File: src/rtl/crcchk_crc_step.sv
module crcchk_crc_step #(
   parameter int unsigned DATA_W = 32,
   parameter logic [31:0] POLY_R = 32'hEDB8_8320,
   parameter logic [31:0] PRESET = 32'hFFFF_FFFF
) (
   input  logic              clk,
   input  logic              rst_n,
   input  logic              clr,
   input  logic              en,
   input  logic [DATA_W-1:0] data,
   output logic [31:0]       crc_q,
   output logic [31:0]       crc_nxt
);
   if (DATA_W == 0 || (DATA_W % 8) != 0) begin : g_bad_w
      $error("crcchk_crc_step: DATA_W must be a nonzero multiple of 8");
   end

   logic [31:0] chain [DATA_W+1];
   assign chain[0] = crc_q;

   // bit i of the word enters at stage i: LSB byte first, LSB bit first
   for (genvar i = 0; i < DATA_W; i++) begin : g_bit
      assign chain[i+1] = (chain[i][0] ^ data[i]) ?
                          ((chain[i] >> 1) ^ POLY_R) : (chain[i] >> 1);
   end

   assign crc_nxt = chain[DATA_W];

   always_ff @(posedge clk or negedge rst_n) begin
      if (!rst_n)   crc_q <= PRESET;
      else if (clr) crc_q <= PRESET;
      else if (en)  crc_q <= crc_nxt;
   end


   clr_preset_chk: assert property (@(posedge clk) disable iff (!rst_n)
      clr |=> crc_q == PRESET);
endmodule

File: config.mk
export PLATFORM = sky130hd
export DESIGN_NAME = crcchk_crc_step
export DESIGN_NICKNAME = d
export VERILOG_FILES = /design/src/rtl/crcchk_crc_step.sv
export SDC_FILE = /design/constraint.sdc
export NUM_CORES = 1
export LEC_CHECK = 0
export BUFFER_PORTS_ARGS = -buffer_cell sky130_fd_sc_hd__buf_2
export CORE_ASPECT_RATIO = 0.8
export CORE_MARGIN = 4
export CORE_UTILIZATION = 51
export DETAILED_ROUTE_END_ITERATION = 10
export HOLD_SLACK_MARGIN = 0.05
export PLACE_DENSITY_LB_ADDON = 0.25
export SKIP_LAST_GASP = 1
export SYNTH_ARGS = -nofsm -noshare
export SYNTH_HDL_FRONTEND = slang
export SYNTH_SLANG_ARGS = --single-unit
File: constraint.sdc
create_clock -name clk -period 4.1 [get_ports clk]
set_input_delay 0.41 -clock clk [delete_from_list [all_inputs] [get_ports clk]]
set_output_delay 0.41 -clock clk [all_outputs]
set_load 0.1 [all_outputs]
==> results.cfg, run 1 <==
[run_status]
outcome = did not finish
failing_step = global routing
stop_error = [ERROR DPL-0038] Utilization greater than 100%, impossible to legalize

[placed_design]
post-dp-hpwl_mm = 12.5
place.gp.congestion = 0.922
port_buffers = 99

[die]
dieWidth_um = 114
start_util = 0.532
io_pins = 100
rows = 30
die_h_um = 92.7

[yosys]
synth-edff-count = 0
yosys_warnings = 0
synth_cell_type_count = 21
yosysTopAreaCellShare = 0.305
async_flop_share = 1.00
avgSynthCellArea_um2 = 11.6
synth.area.top_cells = xnor2_1 (30%), dfstp_2 (18%), xnor3_1 (14%)
synth-seq-cells = 32
ys.flop_type = dfstp_2
synth-seq-area-share = 0.184
synth.most_common_cell = xnor2_1
syn_inst = 393
synthesis.nets = 429
synth_area_mm2 = 0.00457
synth_common_cells = xnor2_1 (159), xor2_1 (41), nor2_1 (40)
synth_top_area_cell = xnor2_1

[clock_tree]
clock-root-buffer = clkbuf_8
cts_buffers = 5
postCtsHoldBufs = 0
clock-sinks = 32
clock_path_buffers = 2
cts.htree.levels = 2

[timing]
worst-ep-kind = primary output
crit_endpoint = crc_nxt[26]

[global_routing]
grt_max_degree = 39
-- logic make-up after synthesis --
group,count (synthesis),share of synthesized area
DFF,32,0.184
xor gates and xnor gates,266,0.702
and+or+nand+nor,52,0.0493
buffers and inverters,11,0.00903
AOI/OAI and AO/OA,31,0.0539
muxes,1,0.00219
-- metrics by stage --
stage | std cells | hold slack, ns | setup WS (ns) | area, µm² | setup TNS [ns]
3_3_place_gp | 688 | 0.525 | -0.169 | 7150 | -1.49
4_1_cts | 753 | 0.551 | -0.308 | 8250 | -5.22
3_5_place_dp | 688 | 0.540 | -0.137 | 7150 | -1.17
2_1_floorplan | 393 | 0.262 | -0.567 | 5360 | -12.25
-- what timing repair did --
item	CTS
buffers inserted	58
setup endpoints to repair	32
pin swaps	53
resized for setup	78
==> run 2, diff against run 1 <==
--- a/config.mk
+++ b/config.mk
@@ -6,12 +6,10 @@
 export NUM_CORES = 1
 export LEC_CHECK = 0
 export BUFFER_PORTS_ARGS = -buffer_cell sky130_fd_sc_hd__buf_2
-export CORE_ASPECT_RATIO = 0.8
 export CORE_MARGIN = 4
-export CORE_UTILIZATION = 51
+export CORE_UTILIZATION = 40
 export DETAILED_ROUTE_END_ITERATION = 10
-export HOLD_SLACK_MARGIN = 0.05
-export PLACE_DENSITY_LB_ADDON = 0.25
+export PLACE_DENSITY_LB_ADDON = 0.15
 export SKIP_LAST_GASP = 1
 export SYNTH_ARGS = -nofsm -noshare
 export SYNTH_HDL_FRONTEND = slang
==> constraint.sdc (replaced) <==
create_clock -name clk -period 5.3 [get_ports clk]
set_input_delay 0.53 -clock clk [delete_from_list [all_inputs] [get_ports clk]]
set_output_delay 0.53 -clock clk [all_outputs]
set_load 0.1 [all_outputs]
==> run 2 against run 1 <==
Against the previous run:
- the flow now finishes without violations
- synthesized cell count stayed put
- synthesized area stayed put
==> results.cfg, run 2 <==
[timing]
rsz0062_at_grt = true
fmax_ghz = 0.194
period_minus_slack_ns = 5.16
slew_violations = 0
fin_crit_sh = 0.974
hold_violations = 0
skew_ns = 0.00294
relSlewSlack = 0.391
setup_viol = 0
tightest_slew_ns = 0.909

[placed_design]
post-dp-hpwl_mm = 11.2
port_buffers = 99
place.gp.congestion = 0.950

[critical_path]
cp_max_fo = 5
path_class = flip-flop to output port
cp.arrival_ns = 4.63
end_kind = output port
crit_path_start_kind = flip-flop
crit_start = crc_q[2]
reg2reg_from = crc_q[4]
cp.required_ns = 4.77
reg2regPathDepth = 10

[cells_and_area]
final_util = 0.529
reg.largest.list = crc_q (32)
final_cell_mix = xnor2_1 (142), buf_2 (90), nor2_1 (40)
final_common_cell = xnor2_1
drive_gt1_frac = 0.424
n_antenna_cell = 0
layout.nets = 554
regMostFlops = crc_q
area_delta_synth_final_pct = 27.8
largest_register_ffs = 32

[clock_tree]
clock-root-buffer = clkbuf_16
postCtsHoldBufs = 0
clock-sinks = 32
clock_path_buffers = 2
path_clk_slew_ns = 0.06
insertion_delay_ns = 0.29
cts_buffers = 5
cts.htree.levels = 2
cts_tree = done

[run_status]
outcome = complete, no violations

[die]
rows = 38
die_h_um = 115
core_mm2 = 0.0110
io_pins = 100
start_util = 0.414
dieWidth_um = 115
dieArea_mm2 = 0.0132

[drt]
drc = 0
drtPass1Iterations = 4
vias_per_cell = 4.88
wl_per_cell_um = 20.9
vias = 3217
ant_nets = 0
drt_iter0_drc = 191
finalWirelength_mm = 13.8

[yosys]
synth-seq-cells = 32
synth_cell_type_count = 21
yosys_warnings = 0
async_flop_share = 1.00
synth.most_common_cell = xnor2_1
synth-seq-area-share = 0.184
ys.flop_type = dfstp_2
yosysTopAreaCellShare = 0.305
syn_inst = 393
avgSynthCellArea_um2 = 11.6
synth_area_mm2 = 0.00457
synth-edff-count = 0
synth_common_cells = xnor2_1 (159), xor2_1 (41), nor2_1 (40)
synthesis.nets = 429
synth.area.top_cells = xnor2_1 (30%), dfstp_2 (18%), xnor3_1 (14%)
synth_top_area_cell = xnor2_1

[hold_path]
hold_class = flip-flop to flip-flop
min_from = crc_q[10]
min_path_cells = 2

[global_routing]
grt_pass1_wl_mm = 20.8
grt_usage = 0.217
first_global_vias = 3297
antenna_found_initial = 0
grt_max_degree = 39
grt-ovfl-total = 0

[job]
cap_violations = 0
==> run 2: cell counts after synthesis <==
Identical to the previous run, type by type.
==> run 2: final cells by class <==
cell class | count | area, µm²
flip-flops and latches | 32 | 841
clock buffers | 8 | 146
well taps | 140 | 175
fillers | 1016 | 5190
multi-input cells | 350 | 3850
inverters | 1 | 3.75
repair buffers | 128 | 823
==> run 2: worst max-delay path: stages (launching register included) <==
cell,delay [ns]
dfstp_2,0.59
xor2_2,0.31
xnor3_1,0.58
xnor2_4,0.32
xnor3_1,0.55
xnor2_4,0.28
xnor3_1,0.47
xor2_4,0.39
xnor2_2,0.22
xnor2_2,0.17
buf_2,0.45
==> run 2: final timing paths <==
check | to | slack (ns)
setup / recovery | crc_nxt[22] | 0.14
hold / removal | crc_q[10] | 0.52
setup reg to reg | crc_q[20] | 1.00
hold reg to reg | crc_q[10] | 0.52
max in group asynchronous | crc_q[9] | 4.54
min in group asynchronous | crc_q[25] | 0.71
==> run 2: cells by family (layout without fill, tap and decap cells) <==
| kind of cell | count (synthesis) | in the layout | share of synthesized area |
|---|---|---|---|
| muxes | 1 | 1 | 0.00219 |
| buffers and inverters | 11 | 137 | 0.00903 |
| AOI/OAI and AO/OA | 31 | 31 | 0.0539 |
| and+or+nand+nor | 52 | 52 | 0.0493 |
| xor gates and xnor gates | 266 | 266 | 0.702 |
| DFF | 32 | 32 | 0.184 |
==> run 2: what timing repair did <==
item,in CTS,in global routing
setup buffers,0,3
gates resized for setup,0,4
endpoints found under the setup margin,0,8
==> run 2: stage by stage <==
| step | setup WS [ns] | hold slack [ns] | std cells | cell area, µm² | setup TNS, ns |
|---|---|---|---|---|---|
| after global placement | 0.300 | 0.517 | 648 | 5640 | 0 |
| after detailed placement | 0.274 | 0.517 | 648 | 5640 | 0 |
| after global routing | -0.0459 | 0.552 | 659 | 5840 | -0.0459 |
| after CTS | 0.0315 | 0.522 | 656 | 5790 | 0 |
| after floorplan | -0.222 | 0.382 | 393 | 4730 | -0.309 |
| final | 0.137 | 0.519 | 659 | 5840 | 0 |
==> run 2: per-layer routing <==
layer / part of all wire / routed length [µm] / global-route usage
met5: 0 / 0 / 0
met4: 0.016 / 219 / 0.0462
met3: 0.044 / 606 / 0.0358
met2: 0.49 / 6820 / 0.358
met1: 0.45 / 6130 / 0.302
Power of run 2 is not shown: default switching activity piles up to over one toggle a cycle in this logic, so the estimate is an artifact.
